File: src/rtl/arb_pkg.sv
package arb_pkg;
    typedef enum logic [1:0] {
        ST_IDLE    = 2'b00,
        ST_POWERED = 2'b01,
        ST_DENIED  = 2'b10
    } port_st_e;
endpackage

File: src/rtl/arb_level_clash.sv
module arb_level_clash #(
    parameter int NUM_PORTS = 8,
    parameter int LVL_W     = 2
) (
    input  logic [NUM_PORTS*LVL_W-1:0] prio_flat,
    input  logic [NUM_PORTS-1:0]       contend,
    output logic [(1<<LVL_W)-1:0]      clash
);
    localparam int NUM_LVL = 1 << LVL_W;

    for (genvar l = 0; l < NUM_LVL; l++) begin : g_lvl
        logic [NUM_PORTS-1:0] at_lvl;
        always_comb begin
            for (int i = 0; i < NUM_PORTS; i++) begin
                at_lvl[i] = contend[i] &&
                            (prio_flat[i*LVL_W +: LVL_W] == LVL_W'(l));
            end
        end
        assign clash[l] = ($countones(at_lvl) >= 2);
    end
endmodule

File: src/rtl/arb_port_fsm.sv
module arb_port_fsm
    import arb_pkg::*;
#(
    parameter int LVL_W = 2
) (
    input  logic                   clk,
    input  logic                   rst_n,
    input  logic                   managed,
    input  logic                   supply_ok,
    input  logic                   ovp,
    input  logic                   detect,
    input  logic                   release_req,
    input  logic [LVL_W-1:0]       prio,
    input  logic [LVL_W-1:0]       grant_floor,
    input  logic [LVL_W-1:0]       keep_floor,
    input  logic [(1<<LVL_W)-1:0]  clash,
    output port_st_e               state,
    output logic                   contend
);
    port_st_e nxt;
    logic     lost;
    logic     meets_grant;
    logic     meets_keep;

    assign meets_grant = (prio >= grant_floor);
    assign meets_keep  = (prio >= keep_floor);
    assign lost        = !supply_ok && clash[prio];

    always_ff @(posedge clk) begin
        if (!rst_n) state <= ST_IDLE;
        else        state <= nxt;
    end

    always_comb begin
        nxt = state;
        unique case (state)
            ST_IDLE: begin
                if (!ovp && detect) begin
                    if (!managed || (meets_grant && !lost)) nxt = ST_POWERED;
                    else                                    nxt = ST_DENIED;
                end
            end
            ST_POWERED: begin
                if (ovp)                                    nxt = ST_IDLE;
                else if (managed && (!meets_keep || lost))  nxt = ST_DENIED;
            end
            ST_DENIED: begin
                if (ovp || release_req)                     nxt = ST_IDLE;
            end
            default: nxt = ST_IDLE;
        endcase
    end

    always_comb begin
        contend = 1'b0;
        unique case (state)
            ST_IDLE:    contend = managed && detect && meets_grant;
            ST_POWERED: contend = managed && meets_keep;
            ST_DENIED:  contend = 1'b0;
            default:    contend = 1'b0;
        endcase
    end


    trip_chk: assert property (@(posedge clk) disable iff (!rst_n)
        ovp |=> (state == ST_IDLE));

    denied_hold_chk: assert property (@(posedge clk) disable iff (!rst_n)
        (state == ST_DENIED && !release_req && !ovp) |=> (state == ST_DENIED));

    keep_drop_chk: assert property (@(posedge clk) disable iff (!rst_n)
        (state == ST_POWERED && managed && !ovp && (prio < keep_floor))
        |=> (state == ST_DENIED));

    unmanaged_hold_chk: assert property (@(posedge clk) disable iff (!rst_n)
        (state == ST_POWERED && !managed && !ovp) |=> (state == ST_POWERED));

    legal_state_chk: assert property (@(posedge clk) disable iff (!rst_n)
        state != 2'b11);
endmodule

File: src/rtl/arb_status_sticky.sv
module arb_status_sticky (
    input  logic       clk,
    input  logic       rst_n,
    input  logic       ovp,
    input  logic       uvp,
    input  logic       clr,
    output logic [2:0] status
);
    logic ov_q;
    logic uv_q;

    always_ff @(posedge clk) begin
        if (!rst_n) begin
            ov_q <= 1'b0;
            uv_q <= 1'b0;
        end else begin
            ov_q <= ovp || (ov_q && !clr);
            uv_q <= uvp || (uv_q && !clr);
        end
    end

    assign status = {uv_q, ov_q, 1'b0};


    ov_sticky_chk: assert property (@(posedge clk) disable iff (!rst_n)
        (status[1] && !clr) |=> status[1]);

    uv_sticky_chk: assert property (@(posedge clk) disable iff (!rst_n)
        (status[2] && !clr) |=> status[2]);

    uv_set_chk: assert property (@(posedge clk) disable iff (!rst_n)
        uvp |=> status[2]);
endmodule

File: src/rtl/prio_power_arbiter.sv
module prio_power_arbiter
    import arb_pkg::*;
#(
    parameter int NUM_PORTS = 8,
    parameter int LVL_W     = 2
) (
    input  logic                         clk,
    input  logic                         rst_n,
    input  logic                         managed_en,
    input  logic [NUM_PORTS*LVL_W-1:0]   prio_lvls,
    input  logic [LVL_W-1:0]             grant_floor,
    input  logic [LVL_W-1:0]             keep_floor,
    input  logic [NUM_PORTS-1:0]         detect_done,
    input  logic [NUM_PORTS-1:0]         deny_clr,
    input  logic                         supply_ok,
    input  logic                         ovp_flag,
    input  logic                         uvp_flag,
    input  logic                         status_clr,
    output logic [NUM_PORTS*2-1:0]       port_state,
    output logic [2:0]                   glob_status
);
    localparam int NUM_LVL = 1 << LVL_W;

    logic [NUM_PORTS-1:0] contend;
    logic [NUM_LVL-1:0]   clash;

    arb_level_clash #(.NUM_PORTS(NUM_PORTS), .LVL_W(LVL_W)) u_clash (
        .prio_flat (prio_lvls),
        .contend   (contend),
        .clash     (clash)
    );

    for (genvar i = 0; i < NUM_PORTS; i++) begin : g_port
        port_st_e st;
        arb_port_fsm #(.LVL_W(LVL_W)) u_fsm (
            .clk         (clk),
            .rst_n       (rst_n),
            .managed     (managed_en),
            .supply_ok   (supply_ok),
            .ovp         (ovp_flag),
            .detect      (detect_done[i]),
            .release_req (deny_clr[i]),
            .prio        (prio_lvls[i*LVL_W +: LVL_W]),
            .grant_floor (grant_floor),
            .keep_floor  (keep_floor),
            .clash       (clash),
            .state       (st),
            .contend     (contend[i])
        );
        assign port_state[i*2 +: 2] = st;


        refuse_chk: assert property (@(posedge clk) disable iff (!rst_n)
            (st == ST_IDLE && managed_en && detect_done[i] && !ovp_flag &&
             (prio_lvls[i*LVL_W +: LVL_W] < grant_floor)) |=> (st == ST_DENIED));
    end

    arb_status_sticky u_status (
        .clk    (clk),
        .rst_n  (rst_n),
        .ovp    (ovp_flag),
        .uvp    (uvp_flag),
        .clr    (status_clr),
        .status (glob_status)
    );


    ov_status_chk: assert property (@(posedge clk) disable iff (!rst_n)
        ovp_flag |=> (glob_status[1] && port_state == '0));
endmodule

File: config.mk
export PLATFORM = sky130hd
export DESIGN_NAME = prio_power_arbiter
export DESIGN_NICKNAME = d
export VERILOG_FILES = /design/src/rtl/arb_pkg.sv /design/src/rtl/arb_level_clash.sv /design/src/rtl/arb_port_fsm.sv /design/src/rtl/arb_status_sticky.sv /design/src/rtl/prio_power_arbiter.sv
export SDC_FILE = /design/constraint.sdc
export NUM_CORES = 1
export LEC_CHECK = 0
export ABC_CLOCK_PERIOD_IN_PS = 6600
export CORE_MARGIN = 2
export CORE_UTILIZATION = 33
export CTS_CLUSTER_DIAMETER = 60
export DETAILED_ROUTE_END_ITERATION = 10
export PLACE_DENSITY = 0.64
export SLEW_MARGIN = 0
export SYNTH_ARGS = -nofsm -noshare
export SYNTH_HDL_FRONTEND = slang
export SYNTH_SLANG_ARGS = --single-unit
File: constraint.sdc
create_clock -name clk -period 6.6 [get_ports clk]
set_input_delay 1.65 -clock clk [delete_from_list [all_inputs] [get_ports clk]]
set_output_delay 1.65 -clock clk [all_outputs]
set_load 0.05 [all_outputs]
==> results.rst, run 1 <==
.. list-table::
   :header-rows: 1

   * - Metric
     - Value
   * - Mapped Avg Cell Area
     - 7.75 um^2
   * - Final number of max-transition violations
     - 0
   * - Maximum buffer depth of the clock tree
     - 2
   * - Number of vias in the routed layout
     - 3642
   * - Routability Congestion
     - 0.977
   * - Antenna Nets Post-Route
     - 0
   * - Cell types with the highest counts after synthesis
     - sky130_fd_sc_hd__inv_1 (60), sky130_fd_sc_hd__ha_1 (56), sky130_fd_sc_hd__a21oi_1 (41), sky130_fd_sc_hd__nand2b_1 (34), sky130_fd_sc_hd__nor3_1 (34)
   * - Worst supply voltage drop on vdd
     - 101 uV
   * - Register area share after synthesis
     - 10.3%
   * - Ant. Diodes
     - 0
   * - Static Leakage
     - 0.00206 uW
   * - Count of synthesis-stage warnings from yosys
     - 0
   * - Number of CTS-inserted buffers
     - 3
   * - Number of global-route vias before repair
     - ~3.5k
   * - Worst clock skew on the final layout
     - 7.39 ps
   * - Number of levels the H-tree was split into
     - 1
   * - Cells after Synth
     - 451
   * - Syn Nets
     - 566
   * - Slew at the pin with the worst max-slew slack
     - 667 ps
   * - Main area contributors after synthesis
     - sky130_fd_sc_hd__ha_1 (20%), sky130_fd_sc_hd__dfxtp_1 (10%), sky130_fd_sc_hd__fa_1 (9.2%)
   * - Critical Path Sink Type
     - register
   * - Std-Cell Rows
     - 37
   * - Clock Root Buffer
     - sky130_fd_sc_hd__clkbuf_8
   * - Finish-stage setup viols
     - 0
   * - Total of flip-flops plus latches after synthesis
     - 18
   * - Area share of the leading cell type in the synthesized netlist
     - ~20%
   * - Die Y-Extent
     - 107 um
   * - Total gr overflow
     - 0
   * - Number of DRC markers in iteration 0
     - 212
   * - Cell area after technology mapping
     - between 0.003 and 0.004 mm^2
   * - Number of hold buffers added after CTS
     - 0
   * - Filler cell count
     - approximately 990
   * - Detailed-route wire length per cell
     - 15.8 um
   * - Number of buffers inserted by port buffering
     - 60
   * - Cell with the most instances after synthesis
     - sky130_fd_sc_hd__inv_1
   * - Die area
     - 0.0114 mm^2
   * - Initial antenna violation count
     - 1
   * - Maximum fanout encountered on the critical timing path
     - 6
   * - Post-route core utilization
     - 46.3%
   * - I/O pin cnt
     - 62
   * - Final standard cell area without fillers
     - 0.00478 mm^2
   * - Startpoint types
     - primary input
   * - Overall Power
     - 824 uW
   * - Ratio of routed vias to standard cells
     - about 5.4
   * - HPWL Detailed
     - 8570 um
   * - WL final
     - 10700 um
   * - Clock tree from TritonCTS
     - built
   * - Power Density
     - ~170 mW/mm^2
   * - Share of post-route cells with drive strength above 1
     - 19.7%
   * - Max-cap violations
     - 0
   * - Async SR Flop Fraction
     - 0%
   * - Clock Latency Late Sink
     - 260 ps
   * - Clock-pin slew on the worst setup and hold paths
     - 70 ps
   * - Arrival @ worst endpoint
     - 6560 ps
   * - Area growth from synthesis to layout
     - 36.8%
   * - Number of distinct library cells after synthesis
     - 49
   * - Crit path time final
     - 6430 ps
   * - Fmax
     - ~160 MHz
   * - Cell area reported after detailed placement
     - about 0.0045 mm^2
   * - Worst min-delay path category
     - reg -> reg
   * - Post-Route Hold Slack
     - 482 ps
   * - Final count of hold timing violations
     - 0
   * - Critical path class
     - in -> reg
   * - GR Util All Layers
     - 18.2%
   * - Required @ worst endpoint
     - slightly below 7000 ps
   * - Number of nets in the layout
     - 660
   * - Die width
     - about 110 um
   * - Clock sink total
     - 18
   * - Commonest register cell after synthesis
     - sky130_fd_sc_hd__dfxtp_1
   * - Outcome
     - completed
   * - DRC viols
     - 0
   * - First-pass detailed-route iteration total
     - 4
   * - Largest area contributor in the netlist
     - sky130_fd_sc_hd__ha_1
   * - Core area
     - 0.0103 mm^2
   * - Post-route clock period utilization
     - 97.5%
   * - Maximum number of pins on one net before global-route repair
     - 33
   * - Headroom to the max-slew limit
     - 55.4%
   * - Number of flops mapped to enable cells by yosys
     - 0
   * - Global-route wire length before repair
     - 16900 um
   * - Effective utilization at floorplan
     - 33.9%
## registers in the layout (all words and copies together) (netlist names)
name / cells
u_status.ov_q: 1
g_port.u_fsm.state: 16
u_status.uv_q: 1
## layout make-up
class / count / area (um^2) / area share, %
multi-input combinational: 350 / 2970 / 62.1
timing repair buffer: 111 / 996 / 20.8
sequential: 18 / 360 / 7.54
inverter: 61 / 233 / 4.87
tap: 136 / 170 / 3.56
clock buffer: 4 / 55.1 / 1.15
## kinds of logic (layout without fill, tap and decap cells)
group                      count (synthesis)  after routing  share of synthesized area, %
other                                      1              1                         0.107
DFF                                       18             18                          10.3
and+or+nand+nor                          138            138                          22.5
AOI/OAI and AO/OA                        132            132                          23.9
buffers and inverters                     83            176                          9.38
adders and majority gates                 72             72                          29.2
muxes                                      7              7                          4.62
## routing by layer
metal  share of wire [%]  GRT usage, %  up-vias
met4                 1.1          3.25        0
li1                    -             -     1793
met5                   0             0        -
met1                  45          25.3     1717
met2                  48          31.3      124
met3                 5.7          1.40        8
## timing repair
action,4_1_cts,5_1_grt
buffers inserted,0,1
pin swaps,0,14
endpoints found under the setup margin,1,16
gates cloned,0,0
gates resized for setup,1,43
## path summary, 6_finish.rpt
| check | startpoint | end | slack [ps] | depth (start not counted) |
|---|---|---|---|---|
| worst max-delay path | grant_floor[1] | g_port[2].u_fsm.state[0] | 170 | 18 |
| worst min-delay path | u_status.ov_q | u_status.ov_q | 480 | 2 |
| worst max register to register | g_port[4].u_fsm.state[0] | g_port[2].u_fsm.state[0] | 2020 | 14 |
| worst min register to register | u_status.ov_q | u_status.ov_q | 480 | 2 |
## placed cells by master, fill, tap and decap left out, types with 5 or more instances in the layout
cell type,count
sky130_fd_sc_hd__clkdlybuf4s50_1,55
sky130_fd_sc_hd__buf_4,50
sky130_fd_sc_hd__a21oi_2,9
sky130_fd_sc_hd__nor4_1,5
sky130_fd_sc_hd__fa_1,15
sky130_fd_sc_hd__o21ai_0,27
sky130_fd_sc_hd__inv_1,57
sky130_fd_sc_hd__a21o_1,5
sky130_fd_sc_hd__o22a_1,9
sky130_fd_sc_hd__nor3_1,29
sky130_fd_sc_hd__a21oi_1,32
sky130_fd_sc_hd__a31oi_1,5
sky130_fd_sc_hd__o22ai_1,10
sky130_fd_sc_hd__nor2b_1,10
sky130_fd_sc_hd__ha_1,50
sky130_fd_sc_hd__dfxtp_1,18
sky130_fd_sc_hd__mux4_2,6
sky130_fd_sc_hd__nand2b_1,34
sky130_fd_sc_hd__nor2_1,21
sky130_fd_sc_hd__nand2_1,6
## through the flow
| step | worst slack, ps | TNS [ps] | instances |
|---|---|---|---|
| 3_5_place_dp | -329 | -3220 | 675 |
| 2_1_floorplan | 621 | 0 | 451 |
| 4_1_cts | 10.3 | 0 | 679 |
| 5_1_grt | -50.9 | -58.7 | 680 |
| 3_3_place_gp | -253 | -2460 | 675 |
| 6_report | 168 | 0 | 680 |
## power breakdown
group          switching [uW]  total, uW  leakage, uW  internal, uW
sequential               58.1        191     0.000149           133
combinational             302        539      0.00188           237
clock                    40.8       93.9    0.0000288          53.1
## worst max-delay path, cell delays in order
cell	delay (ps)
sky130_fd_sc_hd__clkdlybuf4s50_1	470
sky130_fd_sc_hd__inv_2	60
sky130_fd_sc_hd__ha_1	290
sky130_fd_sc_hd__a21oi_2	70
sky130_fd_sc_hd__or3b_1	400
sky130_fd_sc_hd__a211o_4	400
sky130_fd_sc_hd__nor3_4	140
sky130_fd_sc_hd__ha_2	200
sky130_fd_sc_hd__fa_2	460
sky130_fd_sc_hd__fa_1	490
sky130_fd_sc_hd__ha_1	200
sky130_fd_sc_hd__inv_1	70
sky130_fd_sc_hd__fa_1	410
sky130_fd_sc_hd__and3b_2	230
sky130_fd_sc_hd__or2_4	250
sky130_fd_sc_hd__mux4_2	510
sky130_fd_sc_hd__a31oi_2	160
sky130_fd_sc_hd__o22ai_1	100
Note: power is estimated with default switching activity, not from simulation.
==> run 2: changes to the inputs <==
--- a/config.mk
+++ b/config.mk
@@ -9,6 +9,7 @@
 export CORE_MARGIN = 2
 export CORE_UTILIZATION = 33
 export CTS_CLUSTER_DIAMETER = 60
+export CTS_CLUSTER_SIZE = 16
 export DETAILED_ROUTE_END_ITERATION = 10
 export PLACE_DENSITY = 0.64
 export SLEW_MARGIN = 0
==> results of run 2 <==
Final layout, timing and power as in run 1 (identical DEF).
==> run 3: changes to the inputs <==
--- a/config.mk
+++ b/config.mk
@@ -8,11 +8,11 @@
 export ABC_CLOCK_PERIOD_IN_PS = 6600
 export CORE_MARGIN = 2
 export CORE_UTILIZATION = 33
-export CTS_CLUSTER_DIAMETER = 60
 export CTS_CLUSTER_SIZE = 16
 export DETAILED_ROUTE_END_ITERATION = 10
-export PLACE_DENSITY = 0.64
+export PLACE_DENSITY = 0.65
 export SLEW_MARGIN = 0
 export SYNTH_ARGS = -nofsm -noshare
 export SYNTH_HDL_FRONTEND = slang
+export SYNTH_HIERARCHICAL = 1
 export SYNTH_SLANG_ARGS = --single-unit
==> results.rst, run 3 <==
.. list-table::
   :header-rows: 1

   * - Metric
     - Value
   * - Footprint of the multi-input gates
     - 0.00286 mm^2 (was 0.00297 mm^2)
   * - Slew at the pin with the worst max-slew slack
     - 726 ps (was 667 ps)
   * - Std-Cell Rows
     - 36 (was 37)
   * - Clock Latency Late Sink
     - 270 ps (was 260 ps)
   * - Post-Place Setup Slack
     - -724 ps (was -329 ps)
   * - Mapped Avg Cell Area
     - 7.45 um^2 (was 7.75 um^2)
   * - Clock Root Buffer
     - sky130_fd_sc_hd__clkbuf_8 (unchanged)
   * - Outcome
     - completed (unchanged)
   * - Number of flops mapped to enable cells by yosys
     - 0 (unchanged)
   * - Worst clock skew on the final layout
     - 11.1 ps (was 7.39 ps)
   * - I/O pin cnt
     - 62 (unchanged)
   * - First-pass detailed-route iteration total
     - 5 (was 4)
   * - Area occupied by registers
     - 360 um^2 (unchanged)
   * - WL final
     - 9460 um (was 10700 um)
   * - Clock-pin slew on the worst setup and hold paths
     - 80 ps (was 70 ps)
   * - Area growth from synthesis to layout
     - 35.3% (was 36.8%)
   * - Cell with the most instances after synthesis
     - sky130_fd_sc_hd__inv_1 (unchanged)
   * - Required @ worst endpoint
     - 6750 ps (was 6730 ps)
   * - Clock group share of total power
     - 14.3% (was 11.4%)
   * - Commonest cells after routing, fill and taps aside
     - sky130_fd_sc_hd__clkdlybuf4s50_1 (50), sky130_fd_sc_hd__inv_1 (46), sky130_fd_sc_hd__nor2_1 (46), sky130_fd_sc_hd__ha_1 (38), sky130_fd_sc_hd__buf_4 (36) (was sky130_fd_sc_hd__inv_1 (57), sky130_fd_sc_hd__clkdlybuf4s50_1 (55), sky130_fd_sc_hd__ha_1 (50), sky130_fd_sc_hd__buf_4 (50), sky130_fd_sc_hd__nand2b_1 (34))
   * - Number of CTS-inserted buffers
     - 3 (unchanged)
   * - Cell area reported after detailed placement
     - 0.00425 mm^2 (was 0.00454 mm^2)
   * - Top Registers
     - g_port.u_fsm/state x16, u_status/ov_q x1, u_status/uv_q x1 (was g_port.u_fsm.state x16, u_status.ov_q x1, u_status.uv_q x1)
   * - Area share of the leading cell type in the synthesized netlist
     - 16.5% (was 20.1%)
   * - Ant. Diodes
     - 0 (unchanged)
   * - Number of buffers inserted by port buffering
     - 60 (unchanged)
   * - CP max-delay cell
     - sky130_fd_sc_hd__fa_1 (was sky130_fd_sc_hd__mux4_2)
   * - Cell types with the highest counts after synthesis
     - sky130_fd_sc_hd__inv_1 (52), sky130_fd_sc_hd__nor2_1 (47), sky130_fd_sc_hd__ha_1 (44), sky130_fd_sc_hd__a21oi_1 (35), sky130_fd_sc_hd__nand2_1 (26) (was sky130_fd_sc_hd__inv_1 (60), sky130_fd_sc_hd__ha_1 (56), sky130_fd_sc_hd__a21oi_1 (41), sky130_fd_sc_hd__nand2b_1 (34), sky130_fd_sc_hd__nor3_1 (34))
   * - Number of vias in the routed layout
     - 3408 (was 3642)
   * - Share of post-route cells with drive strength above 1
     - 16.9% (was 19.7%)
   * - Most common cell after layout, fill and taps aside
     - sky130_fd_sc_hd__clkdlybuf4s50_1 (was sky130_fd_sc_hd__inv_1)
   * - Cells after DPL
     - 658 (was 675)
   * - Die width
     - 105 um (was 107 um)
   * - Total of flip-flops plus latches after synthesis
     - 18 (unchanged)
   * - Largest register by flop count
     - g_port.u_fsm/state (was g_port.u_fsm.state)
   * - Maximum fanout encountered on the critical timing path
     - 5 (was 6)
   * - Antenna Nets Post-Route
     - 0 (unchanged)
   * - Detailed-route wire length per cell
     - 14.1 um (was 15.8 um)
   * - Routability Congestion
     - 0.815 (was 0.977)
   * - Global-route wire length before repair
     - 15500 um (was 16900 um)
   * - Worst min-delay path category
     - reg -> reg (unchanged)
   * - Ratio of routed vias to standard cells
     - 5.08 (was 5.36)
   * - Crit path time final
     - 6440 ps (was 6430 ps)
   * - Final standard cell area without fillers
     - 0.00452 mm^2 (was 0.00478 mm^2)
   * - Final-layout setup total negative slack
     - 0 ps (unchanged)
   * - Static Leakage
     - 0.00211 uW (was 0.00206 uW)
   * - Clock tree from TritonCTS
     - built (unchanged)
   * - Fmax
     - 155 MHz (about the same)
   * - Post-route clock period utilization
     - 97.6% (was 97.5%)
   * - Ordered cell list for the critical path
     - buf_4, inv_4, ha_4, or2b_1, a21oi_2, o22ai_1, and3b_2, and3_4, fa_1, inv_2, fa_1, inv_2, fa_1, ha_4, fa_1, and4bb_2, a21oi_2, buf_6, mux2i_1, o22ai_1, o21ai_1, a31oi_1, a21oi_1 (was clkdlybuf4s50_1, inv_2, ha_1, a21oi_2, or3b_1, a211o_4, nor3_4, ha_2, fa_2, fa_1, ha_1, inv_1, fa_1, and3b_2, or2_4, mux4_2, a31oi_2, o22ai_1)
   * - Commonest register cell after synthesis
     - sky130_fd_sc_hd__dfxtp_1 (unchanged)
   * - Die Y-Extent
     - 105 um (was 107 um)
   * - Final number of max-transition violations
     - 0 (unchanged)
   * - Core area
     - 0.00982 mm^2 (was 0.0103 mm^2)
   * - Maximum buffer depth of the clock tree
     - 2 (unchanged)
   * - Sw Share
     - 47.8% (was 48.6%)
   * - Largest area contributor in the netlist
     - sky130_fd_sc_hd__ha_1 (unchanged)
   * - Filler cell count
     - 994 (was 992)
   * - Number of distinct library cells after synthesis
     - 31 (was 49)
   * - Internal Power
     - 376 uW (was 424 uW)
   * - NetSw
     - 344 uW (was 401 uW)
   * - Worst supply voltage drop on vdd
     - 101 uV (about the same)
   * - Register area share after synthesis
     - 10.8% (was 10.3%)
   * - Number of nets in the layout
     - 642 (was 660)
   * - Max-cap violations
     - 0 (unchanged)
   * - Flip-flop count of the largest register after layout
     - 16 (unchanged)
   * - Count of synthesis-stage warnings from yosys
     - 6 (was 0)
   * - HPWL Detailed
     - 7290 um (was 8570 um)
   * - Main area contributors after synthesis
     - sky130_fd_sc_hd__ha_1 (16%), sky130_fd_sc_hd__dfxtp_1 (11%), sky130_fd_sc_hd__fa_1 (9.6%) (was sky130_fd_sc_hd__ha_1 (20%), sky130_fd_sc_hd__dfxtp_1 (10%), sky130_fd_sc_hd__fa_1 (9.2%))
   * - Final count of hold timing violations
     - 0 (unchanged)
   * - Cells after Synth
     - 448 (was 451)
   * - Finish-stage setup viols
     - 0 (unchanged)
   * - Sequential Power Share
     - 24.6% (was 23.2%)
   * - GR Util All Layers
     - 17.1% (was 18.2%)
   * - Number of DRC markers in iteration 0
     - 126 (was 212)
   * - Number of global-route vias before repair
     - 3319 (was 3490)
   * - Critical Path Sink Type
     - register (unchanged)
   * - Syn Nets
     - 551 (was 566)
   * - Arrival @ worst endpoint
     - 6590 ps (was 6560 ps)
   * - Initial antenna violation count
     - 0 (was 1)
   * - Critical path class
     - in -> reg (unchanged)
   * - Comb power frac
     - 61.1% (was 65.4%)
   * - DRC viols
     - 0 (unchanged)
   * - Number of levels the H-tree was split into
     - 1 (unchanged)
   * - Startpoint types
     - primary input (unchanged)
   * - Post-layout worst setup margin
     - 159 ps (was 168 ps)
   * - Total gr overflow
     - 0 (unchanged)
   * - Filler-free cell count of the finished design
     - 671 (was 680)
   * - Async SR Flop Fraction
     - 0% (unchanged)
   * - Power Density
     - 159 mW/mm^2 (was 172 mW/mm^2)
   * - Clock sink total
     - 18 (unchanged)
   * - Cell area after technology mapping
     - 0.00334 mm^2 (was 0.00349 mm^2)
   * - Headroom to the max-slew limit
     - 51.4% (was 55.4%)
   * - Worst path max stage delay
     - 550 ps (was 510 ps)
   * - Effective utilization at floorplan
     - 34.0% (was 33.9%)
   * - Maximum number of pins on one net before global-route repair
     - 42 (was 33)
   * - Most used cell along the critical path
     - sky130_fd_sc_hd__fa_1
   * - Die area
     - 0.0109 mm^2 (was 0.0114 mm^2)
run 3: cell types whose count changed in the layout (fill, tap and decap cells not counted), moves of 9 or more:
cell	previous run	this run
sky130_fd_sc_hd__nor2_1	21	46
sky130_fd_sc_hd__mux2i_1	0	22
sky130_fd_sc_hd__nand2_1	6	26
sky130_fd_sc_hd__nor3_1	29	12
sky130_fd_sc_hd__buf_4	50	36
sky130_fd_sc_hd__ha_1	50	38
sky130_fd_sc_hd__inv_1	57	46
sky130_fd_sc_hd__and3b_1	1	11
sky130_fd_sc_hd__nand2b_1	34	24
sky130_fd_sc_hd__o21ai_1	3	13
sky130_fd_sc_hd__o21ai_0	27	18
sky130_fd_sc_hd__o22a_1	9	0
run 3: final timing paths:
path | endpoint | slack (ps) | depth (start not counted) | start
setup / recovery | g_port[6].u_fsm/state[0] | 160 | 23 | prio_lvls[2]
hold reg to reg | u_status/ov_q | 600 | 2 | u_status/ov_q
setup reg to reg | g_port[6].u_fsm/state[0] | 1680 | 20 | g_port[0].u_fsm/state[0]
hold / removal | u_status/ov_q | 600 | 2 | u_status/ov_q
run 3: power groups by stage:
stage | clock [uW] | sequential (uW) | combinational (uW)
floorplan | 0 | 231 | 221
global placement | 0 | 178 | 407
detailed placement | 0 | 179 | 414
CTS | 107 | 177 | 425
global route | 109 | 183 | 483
finish | 103 | 177 | 440
run 3: through the flow:
step	hold WS, ps	power, uW	util, %
final	601	721	46.0
after global routing	646	776	46.0
after CTS	602	709	44.7
after detailed placement	580	593	43.3
after global placement	560	585	43.3
after floorplan	545	452	-
run 3: worst max-delay path: cells and delay by family:
| family | cells | cell delay [ps] |
|---|---|---|
| AOI/OAI and AO/OA | 7 | 1110 |
| adders and majority gates | 6 | 2450 |
| buffers and inverters | 5 | 420 |
| muxes | 1 | 70 |
| and+or+nand+nor | 4 | 880 |
run 3: cell families (layout without fill, tap and decap cells):
family / count (synthesis) / in the layout / share of synthesized area, %
AO/OA/AOI/OAI: 118 / 118 / 20.9
adder cells (fa/ha/maj): 60 / 60 / 26.1
buffers and inverters: 63 / 153 / 7.72
flip-flops: 18 / 18 / 10.8
multiplexers: 24 / 24 / 7.19
other: 1 / 1 / 0.112
AND/OR/NAND/NOR: 164 / 164 / 27.2
run 3: final cells by class:
type                    count  share of cell area [%]
multi-input cells         367                    63.2
repair buffers             97                    19.5
flip-flops and latches     18                    7.97
inverters                  52                    4.43
well taps                 133                    3.68
clock buffers               4                    1.22
run 3: what timing repair did:
action	in CTS	in global routing
gates resized for setup	23	58
pin swaps	17	24
endpoints found under the setup margin	16	16
endpoints found under the hold margin	0	0
gates cloned	0	0
setup buffers	6	3
hold buffers	0	0
run 3: per-layer routing:
| layer | GRT usage [%] | vias up | routed length [um] |
|---|---|---|---|
| li1 | - | 1744 | - |
| met1 | 22.1 | 1564 | 4340 |
| met2 | 29.6 | 94 | 4630 |
| met3 | 2.87 | 6 | 395 |
| met4 | 3.81 | 0 | 101 |
| met5 | 0 | - | 0 |
